<file path="src/rtl/can_txmb_pkg.sv">
package can_txmb_pkg;

    localparam int MB_COUNT = 3;
    localparam int KEY_W    = 11;

    typedef enum logic {
        SLOT_EMPTY   = 1'b0,
        SLOT_PENDING = 1'b1
    } slot_state_e;

    typedef enum logic [1:0] {
        EV_NONE   = 2'd0,
        EV_ACCEPT = 2'd1,
        EV_FINISH = 2'd2,
        EV_CANCEL = 2'd3
    } slot_evt_e;

endpackage

</file>
<file path="src/rtl/can_txmb_slot.sv">
module can_txmb_slot
    import can_txmb_pkg::*;
(
    input  logic clk,
    input  logic rst_n,
    input  logic req_i,
    input  logic abort_i,
    input  logic fin_i,
    input  logic fin_ok_i,
    input  logic clr_i,
    output logic empty_o,
    output logic done_o,
    output logic ok_o
);

    slot_state_e state_q, state_d;
    slot_evt_e   evt;
    logic        done_q, ok_q;

    // event selection: completion, then abort, then request (one per cycle)
    always_comb begin
        evt = EV_NONE;
        unique case (state_q)
            SLOT_EMPTY: begin
                if (req_i) evt = EV_ACCEPT;
            end
            SLOT_PENDING: begin
                if (fin_i)        evt = EV_FINISH;
                else if (abort_i) evt = EV_CANCEL;
            end
            default: evt = EV_NONE;
        endcase
    end

    always_comb begin
        state_d = state_q;
        unique case (evt)
            EV_ACCEPT: state_d = SLOT_PENDING;
            EV_FINISH: state_d = SLOT_EMPTY;
            EV_CANCEL: state_d = SLOT_EMPTY;
            default:   state_d = state_q;
        endcase
    end

    // state register
    always_ff @(posedge clk or negedge rst_n) begin
        if (!rst_n) state_q <= SLOT_EMPTY;
        else        state_q <= state_d;
    end

    // completion flags
    always_ff @(posedge clk or negedge rst_n) begin
        if (!rst_n) begin
            done_q <= 1'b0;
            ok_q   <= 1'b0;
        end else begin
            unique case (evt)
                EV_FINISH: begin
                    done_q <= 1'b1;
                    ok_q   <= fin_ok_i;
                end
                EV_CANCEL: begin
                    done_q <= 1'b1;
                    ok_q   <= 1'b0;
                end
                default: begin
                    if (clr_i) begin
                        done_q <= 1'b0;
                        ok_q   <= 1'b0;
                    end
                end
            endcase
        end
    end

    assign empty_o = (state_q == SLOT_EMPTY);
    assign done_o  = done_q;
    assign ok_o    = ok_q;

    // request to an empty mailbox makes it pending
    p_accept_r2: assert property (@(posedge clk) disable iff (!rst_n)
        (req_i && empty_o) |=> !empty_o);

    // completion of a pending mailbox frees it and flags it done
    p_finish_r3: assert property (@(posedge clk) disable iff (!rst_n)
        (fin_i && !empty_o) |=> (empty_o && done_o && (ok_o == $past(fin_ok_i))));

    // abort without completion frees the mailbox, success cleared
    p_cancel_r4: assert property (@(posedge clk) disable iff (!rst_n)
        (abort_i && !fin_i && !empty_o) |=> (empty_o && done_o && !ok_o));

    // success flag never stands without the completion flag
    p_ok_needs_done_r5: assert property (@(posedge clk) disable iff (!rst_n)
        ok_o |-> done_o);

endmodule

</file>
<file path="src/rtl/can_txmb_prio.sv">
module can_txmb_prio #(
    parameter int NUM_MB = 3,
    parameter int KEY_W  = 11
) (
    input  logic                      clk,
    input  logic                      rst_n,
    input  logic [NUM_MB-1:0]         pend_i,
    input  logic [NUM_MB*KEY_W-1:0]   key_i,
    input  logic [NUM_MB-1:0]         force_clr_i,
    output logic [NUM_MB-1:0]         low_o,
    output logic [$clog2(NUM_MB)-1:0] code_o
);

    localparam int CODE_W = $clog2(NUM_MB);
    localparam int CNT_W  = $clog2(NUM_MB + 1);

    logic [KEY_W-1:0]  key_a [NUM_MB];
    logic [NUM_MB-1:0] low_d, low_q;
    logic [CODE_W-1:0] lo_idx, free_idx;
    logic [KEY_W-1:0]  lo_key;
    logic              lo_found, free_found;
    logic [CNT_W-1:0]  npend;

    for (genvar g = 0; g < NUM_MB; g++) begin : g_key
        assign key_a[g] = key_i[g*KEY_W +: KEY_W];
    end

    // scan: largest key among pending is lowest priority; ties go to higher index
    always_comb begin
        lo_found   = 1'b0;
        lo_idx     = '0;
        lo_key     = '0;
        free_found = 1'b0;
        free_idx   = '0;
        npend      = '0;
        for (int i = 0; i < NUM_MB; i++) begin
            if (pend_i[i]) begin
                npend = npend + CNT_W'(1);
                if (!lo_found || key_a[i] >= lo_key) begin
                    lo_found = 1'b1;
                    lo_idx   = CODE_W'(i);
                    lo_key   = key_a[i];
                end
            end else if (!free_found) begin
                free_found = 1'b1;
                free_idx   = CODE_W'(i);
            end
        end
    end

    for (genvar g = 0; g < NUM_MB; g++) begin : g_low
        assign low_d[g] = (npend >= CNT_W'(2)) && lo_found &&
                          (lo_idx == CODE_W'(g)) && !force_clr_i[g];

        // a request or clear strobe forces the flag low next cycle
        p_force_low_r8: assert property (@(posedge clk) disable iff (!rst_n)
            force_clr_i[g] |=> !low_o[g]);
    end

    always_ff @(posedge clk or negedge rst_n) begin
        if (!rst_n) low_q <= '0;
        else        low_q <= low_d;
    end

    assign low_o  = low_q;
    assign code_o = free_found ? free_idx : lo_idx;

    // at most one lowest-priority flag
    p_low_onehot_r7: assert property (@(posedge clk) disable iff (!rst_n)
        $onehot0(low_o));

    // a flag needs at least two pending mailboxes in the cycle before
    p_low_multi_r7: assert property (@(posedge clk) disable iff (!rst_n)
        (|low_o) |-> ($past($countones(pend_i)) >= 2));

    // with a free mailbox the code names an empty one
    p_code_free_r9: assert property (@(posedge clk) disable iff (!rst_n)
        (!(&pend_i)) |-> !pend_i[code_o]);

    // all busy, the code names the mailbox with the largest key
    p_code_busy_r10: assert property (@(posedge clk) disable iff (!rst_n)
        (&pend_i) |-> (key_a[code_o] == lo_key));

endmodule

</file>
<file path="src/rtl/can_txmb_tracker.sv">
module can_txmb_tracker
    import can_txmb_pkg::*;
#(
    parameter int NUM_MB = MB_COUNT,
    parameter int ID_W   = KEY_W
) (
    input  logic                      clk,
    input  logic                      rst_n,
    input  logic [NUM_MB-1:0]         tx_req,
    input  logic [NUM_MB-1:0]         tx_abort,
    input  logic                      done_valid,
    input  logic [$clog2(NUM_MB)-1:0] done_idx,
    input  logic                      done_ok,
    input  logic [NUM_MB-1:0]         rqcp_clr,
    input  logic [NUM_MB*ID_W-1:0]    prio_key,
    output logic [NUM_MB-1:0]         mb_empty,
    output logic [NUM_MB-1:0]         req_done,
    output logic [NUM_MB-1:0]         tx_ok,
    output logic [NUM_MB-1:0]         low_flag,
    output logic [$clog2(NUM_MB)-1:0] mb_code,
    output logic [2*NUM_MB+$clog2(NUM_MB)-1:0] status_byte
);

    localparam int CODE_W = $clog2(NUM_MB);

    logic [NUM_MB-1:0] fin_vec;
    logic [NUM_MB-1:0] pend_vec;
    logic [NUM_MB-1:0] force_vec;

    for (genvar g = 0; g < NUM_MB; g++) begin : g_slot
        assign fin_vec[g] = done_valid && (done_idx == CODE_W'(g));

        can_txmb_slot u_slot (
            .clk      (clk),
            .rst_n    (rst_n),
            .req_i    (tx_req[g]),
            .abort_i  (tx_abort[g]),
            .fin_i    (fin_vec[g]),
            .fin_ok_i (done_ok),
            .clr_i    (rqcp_clr[g]),
            .empty_o  (mb_empty[g]),
            .done_o   (req_done[g]),
            .ok_o     (tx_ok[g])
        );
    end

    assign pend_vec  = ~mb_empty;
    assign force_vec = tx_req | rqcp_clr;

    can_txmb_prio #(
        .NUM_MB (NUM_MB),
        .KEY_W  (ID_W)
    ) u_prio (
        .clk         (clk),
        .rst_n       (rst_n),
        .pend_i      (pend_vec),
        .key_i       (prio_key),
        .force_clr_i (force_vec),
        .low_o       (low_flag),
        .code_o      (mb_code)
    );

    // packed status byte
    assign status_byte = {low_flag, mb_empty, mb_code};

    // completion for an empty mailbox leaves it empty
    p_idle_fin_r3: assert property (@(posedge clk) disable iff (!rst_n)
        (done_valid && mb_empty[done_idx]) |=> mb_empty[$past(done_idx)]);

endmodule

</file>
<file path="config.mk">
export PLATFORM = sky130hd
export DESIGN_NAME = can_txmb_tracker
export DESIGN_NICKNAME = d
export VERILOG_FILES = /design/src/rtl/can_txmb_pkg.sv /design/src/rtl/can_txmb_slot.sv /design/src/rtl/can_txmb_prio.sv /design/src/rtl/can_txmb_tracker.sv
export SDC_FILE = /design/constraint.sdc
export NUM_CORES = 1
export LEC_CHECK = 0
export CORE_AREA = 5 5 78 59
export DETAILED_ROUTE_END_ITERATION = 10
export DIE_AREA = 0 0 83 64
export GPL_ROUTABILITY_DRIVEN = 0
export GPL_TIMING_DRIVEN = 1
export MAX_ROUTING_LAYER = met4
export PLACE_DENSITY = 0.77
export SLEW_MARGIN = 20
export SYNTH_ARGS = -nofsm -noshare
export SYNTH_HDL_FRONTEND = slang
export SYNTH_HIERARCHICAL = 1
export SYNTH_SLANG_ARGS = --single-unit
</file>
<file path="constraint.sdc">
create_clock -name clk -period 7.7 [get_ports clk]
set_clock_uncertainty 0.2 [all_clocks]
set_input_delay 1.925 -clock clk [delete_from_list [all_inputs] [get_ports clk]]
set_output_delay 1.925 -clock clk [all_outputs]
set_load 0.03 [all_outputs]
</file>
### Word-level counts from Yosys, hierarchy flattened

Cells that the tools add are included.

| word-level totals | value |
|---|---|
| bits in registers | 12 |
| input bits | 48 |
| output and inout bits | 22 |
| word-level logic and storage cells | 110 |

| cells by class | value |
|---|---|
| add/sub/neg operators | 2 |
| $lt $le $gt $ge | 3 |
| eq/ne operators | 13 |
| mux-type cells | 46 |
| bitwise gates (word level) | 5 |
| reduce and logical (&&, ||, !) cells | 31 |

Operator list:

| operator | count |
|---|---|
| $mux 11 | 3 |
| $mux 2 | 15 |
| $ge 11x11->1 | 2 |
| $mux 1 | 19 |
| $eq 2x2->1 const B | 8 |
| $pmux 1 s2 | 6 |
| $pmux 2 s2 | 3 |
| $reduce_bool 2->1 | 6 |
| $eq 2x1->1 const B | 5 |
| $logic_and 1x1->1 | 10 |
| $reduce_bool 3->1 | 3 |
| $reduce_or 2->1 | 3 |
| $logic_not 1->1 | 5 |
| $logic_not 2->1 | 2 |
| $not 1->1 | 3 |
| $not 3->3 | 1 |
| $or 3x3->3 | 1 |
| $add 1x1->2 const B | 1 |
| $add 2x1->2 const B | 1 |
| $ge 2x2->1 const B | 1 |
| $logic_or 1x1->1 | 2 |

### Longest topological paths before layout

| logic depth | value |
|---|---|
| word-level depth | 14 |
| mapped depth | 19 |
| mapped depth without buffers | 15 |

### Modules after synthesis

The synthesis kept the hierarchy.

By module, submodules not included:

| module | times used | cells an instance | area each (um2) | sequential area each (um2) |
|---|---|---|---|---|
| can_txmb_prio | 1 | 109 | 929.6 | 75.1 |
| can_txmb_slot | 3 | 11 | 127.6 | 75.1 |
| can_txmb_tracker | 1 | 17 | 120.1 | 0.0 |

### Worst setup path before layout

Ideal clock, no wire load.

| timing path | value |
|---|---|
| path type | input to output |
| start | input prio_key[9] |
| end | output status_byte[0] |
| arrival time | 5.103 ns |
| path slack | 0.472 ns |
| stages on the path | 14 |
| buffers on the path | 2 |
| cells stage by stage | nand2_1 -> ha_1 -> and3_4 -> a221oi_2 -> o31ai_2 -> o21ai_2 -> buf_6 -> mux2_4 -> ha_1 -> and3_1 -> a31o_2 -> a211oi_1 -> a22o_1 -> buf_4 |

| between the ends | value |
|---|---|
| word-level cells in the longest chain between the ends | 10 |
| elaborated cells between the ends (all ways) | 15 |
| those cells by class | 2 x order compare; 10 x mux; 3 x reduce/logical |

RTL lines:

| what | RTL line | source |
|---|---|---|
| start, declared | can_txmb_tracker.sv:15 | `input logic [NUM_MB*ID_W-1:0] prio_key,` |
| $mux 11 * | can_txmb_prio.sv:37 | `if (pend_i[i]) begin` |
| $ge 11x11->1 | can_txmb_prio.sv:39 | `if (!lo_found \|\| key_a[i] >= lo_key) begin` |
| $logic_or 1x1->1 | can_txmb_prio.sv:39 |  |
| $mux 11 or $mux 1 (tied branches) | can_txmb_prio.sv:39 |  |
| $mux 11 or $mux 1 (tied branches) | can_txmb_prio.sv:37 |  |
| $ge 11x11->1 or $logic_not 1->1 (tied branches) | can_txmb_prio.sv:39 |  |
| $logic_or 1x1->1 | can_txmb_prio.sv:39 |  |
| $mux 2 | can_txmb_prio.sv:39 |  |
| $mux 2 * | can_txmb_prio.sv:37 |  |
| $mux 2 * | can_txmb_prio.sv:66 | `assign code_o = free_found ? free_idx : lo_idx;` |
| end, declared | can_txmb_tracker.sv:21 | `output logic [2*NUM_MB+$clog2(NUM_MB)-1:0] status_byte` |

Every way passes the cells marked *; elsewhere a longest branch is shown, timed or not.

### Worst setup path after layout

Ends and elaborated chain as after synthesis.

==> impl_metrics.yaml <==
global_routing:
  grt_pass1_wl_um: 6320
  grt_pass1_vias: 1400
  antenna_found_initial: 0
  overflow: 0
  grt_max_degree: 18
  grt_usage: 0.1463
die:
  core-area_sq_um: 3756
  dieArea_sq_um: 5312
  initial_utilization: 0.3814
  die_h_um: 64
  rows: 19
  chipWidth_um: 83
  pin_count: 70
clock_tree:
  cts_tree: "yes"
  cts_buffers: 3
  postCtsHoldBufs: 0
  clk_path_buf_depth: 2
  clock-root-buffer: "clkbuf_8"
  cts_sinks: 12
  clk_latency_ns: 0.24
  htreeDepth: 1
  clk_pin_slew_ns: 0.05
routing:
  vias: 1379
  drc: 0
  viasPerCell: 4.739
  wire_per_inst_um: 13.23
  routed_wl_um: 3850
  drt_iter0_markers: 63
  drtPass1Iterations: 4
  detail-route-antenna-nets: 0
flow_run:
  cap_viol_max_count: 0
synthesis:
  yosysTopAreaCellShare: 0.2096
  syn_area_sq_um: 1433
  ys.flop_type: "dfrtp_1"
  synth_nets: 229
  synth-edff-count: 0
  yosys_register_bits: 12
  ys_warn_count: 6
  synthArstFlopShare: 1.000
  synth.area.top_cells: "dfrtp_1 21%, ha_1 19%, mux2_4 8.4%"
  synth_cell_types: 38
  yosys.area.top_type: "dfrtp_1"
  avgSynthCellArea_sq_um: 9.010
  synthCells: 159
  ys_seq_area_frac: 0.2096
worst_hold_path:
  min_to: "g_slot[1].u_slot/done_o$_DFFE_PN0P_"
  hp-class: "flop to flop"
  min-delay-start: "g_slot[1].u_slot/done_o$_DFFE_PN0P_"
  hold_depth: 2
critical_path:
  end_kind: "primary output"
  reg2regPathDepth: 17
  criticalPathCategory: "input port to primary output"
  reg2reg_setup_slack_ns: 3.26
  r2r_start: "g_slot[0].u_slot/state_q$_DFFE_PN0P_"
  cp.required_ns: 5.58
  r2r_end: "u_prio/low_o[0]$_DFF_PN0_"
  crit_path_max_fanout: 6
  critPathArrivalTime_ns: 5.44
  startpoint_type: "input port"
cells_and_area:
  num_antenna_cells: 0
  layout_common_cells: "65 x clkdlybuf4s50_1, 20 x inv_1, 20 x ha_1, 16 x buf_4, 15 x nand2_1"
  regArea_sq_um: 300.3
  n_fill_cell: 342
  nets: 310
  drive_gt1_frac: 0.2218
  final_common_cell: "clkdlybuf4s50_1"
  multiInputGateArea_sq_um: 1013
  fin_cells: 291
  post-route-cell-area_sq_um: 2346
  syn_to_final_growth_pct: 63.76
status:
  outcome: "complete, no violations"
placed_design:
  dpl.hpwl_um: 3306
  post_dp_cell_area_sq_um: 2236
  dpl.cell_count: 287
  portBuffers: 69
power_and_ir_drop:
  p_int_mw: 0.2265
  cellPowerDensity_nw_per_um2: 152.9
  power.share.clock: 0.190
  swShare: 0.3686
  p_sw_mw: 0.1322
  peakVddDrop_mv: 0.1262
  pwr-share-comb: 0.604
  leakage_nw: 1.105
  p_seq_frac: 0.207
sta:
  period_minus_slack_ns: 7.567
  hold_viol_final: 0
  fin_crit_sh: 0.9827
  worstMarginPinSlew_ns: 0.5330
  finalSetupViolCount: 0
  slew_headroom: 0.6443
  fmax_mhz: 132.2
  fin_tns_setup_ns: 0
  slew_viol_final: 0
## cell usage after synthesis (all sizes together) (2+ instances only)
cell     n
and3b    2
buf     10
dfrtp   12
nand3    3
ha      22
a21oi    8
o21ai    9
a32o     3
mux2    11
nand2b   5
nor4     2
o31ai    4
nand2   15
a22o     2
a21o     4
nor2     3
or2      4
and2     2
nor2b    4
and3     2
inv     23
## cell type report
class                      instances  share of cell area
multi-input combinational        113              0.4320
tap                               52             0.02773
timing repair buffer              87              0.3520
sequential                        12              0.1280
inverter                          23             0.03680
clock buffer                       4             0.02347
## sequential cells by signal, summed over array words and instances, names as in the netlist
signal / flops
u_prio/low_o: 3
g_slot.u_slot/done_o: 3
g_slot.u_slot/ok_o: 3
g_slot.u_slot/state_q: 3
## critical path, cell delays in order
cell and delay [ns]:
clkdlybuf4s50_1 0.45, nand2_1 0.11, ha_4 0.30, and3_4 0.19, a221oi_4 0.29, o31ai_2 0.12, o21ai_2 0.20, buf_6 0.15
mux2_1 0.32, ha_1 0.29, buf_4 0.13, nand3_1 0.07, nor2_1 0.04, a21o_1 0.20, a211oi_2 0.25, buf_4 0.15
a22o_4 0.12, buf_6 0.13
## worst max-delay path by stage
stage | start | end | slack (ns) | depth (start not counted)
floorplan | prio_key[9] | status_byte[0] | 0.47 | 14
global route | prio_key[9] | status_byte[0] | -0.008 | 17
finish | prio_key[9] | status_byte[0] | 0.13 | 18
global placement | prio_key[9] | status_byte[1] | -0.15 | 16
detailed placement | prio_key[9] | mb_code[1] | -0.23 | 16
CTS | prio_key[9] | status_byte[0] | 0.07 | 17
## power by group through the flow
stage	Clock, mW	Combinational [mW]	Sequential, mW
after floorplan	0	0.118	0.0825
after global placement	0	0.204	0.0747
after detailed placement	0	0.207	0.0752
after CTS	0.0691	0.209	0.0741
after global routing	0.0728	0.237	0.0753
final	0.0681	0.217	0.0741
## kinds of logic (layout without fill, tap and decap cells)
family | Yosys count | in the layout | synth area share
AO/OA/AOI/OAI | 35 | 35 | 0.1825
multiplexers | 11 | 11 | 0.1074
flip-flops | 12 | 12 | 0.2096
AND/OR/NAND/NOR | 45 | 45 | 0.1904
adder cells (fa/ha/maj) | 22 | 22 | 0.1921
buffers and inverters | 34 | 114 | 0.1179
## metrics by stage
stage                     setup slack, ns    util  hold slack [ns]  total power, mW
after CTS                         0.06864  0.6119           0.3316           0.3521
after global placement            -0.1484  0.5953           0.3106           0.2788
after floorplan                    0.4724       -           0.3330           0.2007
final                              0.1334  0.6246           0.3276           0.3588
after detailed placement          -0.2304  0.5953           0.3234           0.2820
after global routing            -0.008419  0.6246           0.3773           0.3848
## per-layer routing
metal	up-vias	track usage	share of wire
met2	49	0.2470	0.47
li1	715	-	-
met1	615	0.1898	0.48
met5	-	-	0
met4	0	0.01224	0
met3	0	0.02953	0.047
## timing repair
action	CTS	global route
pin swaps	0	3
gates resized for setup	7	12
endpoints found under the setup margin	3	4
buffers inserted	0	0
Note: power is estimated with default switching activity, not from simulation.
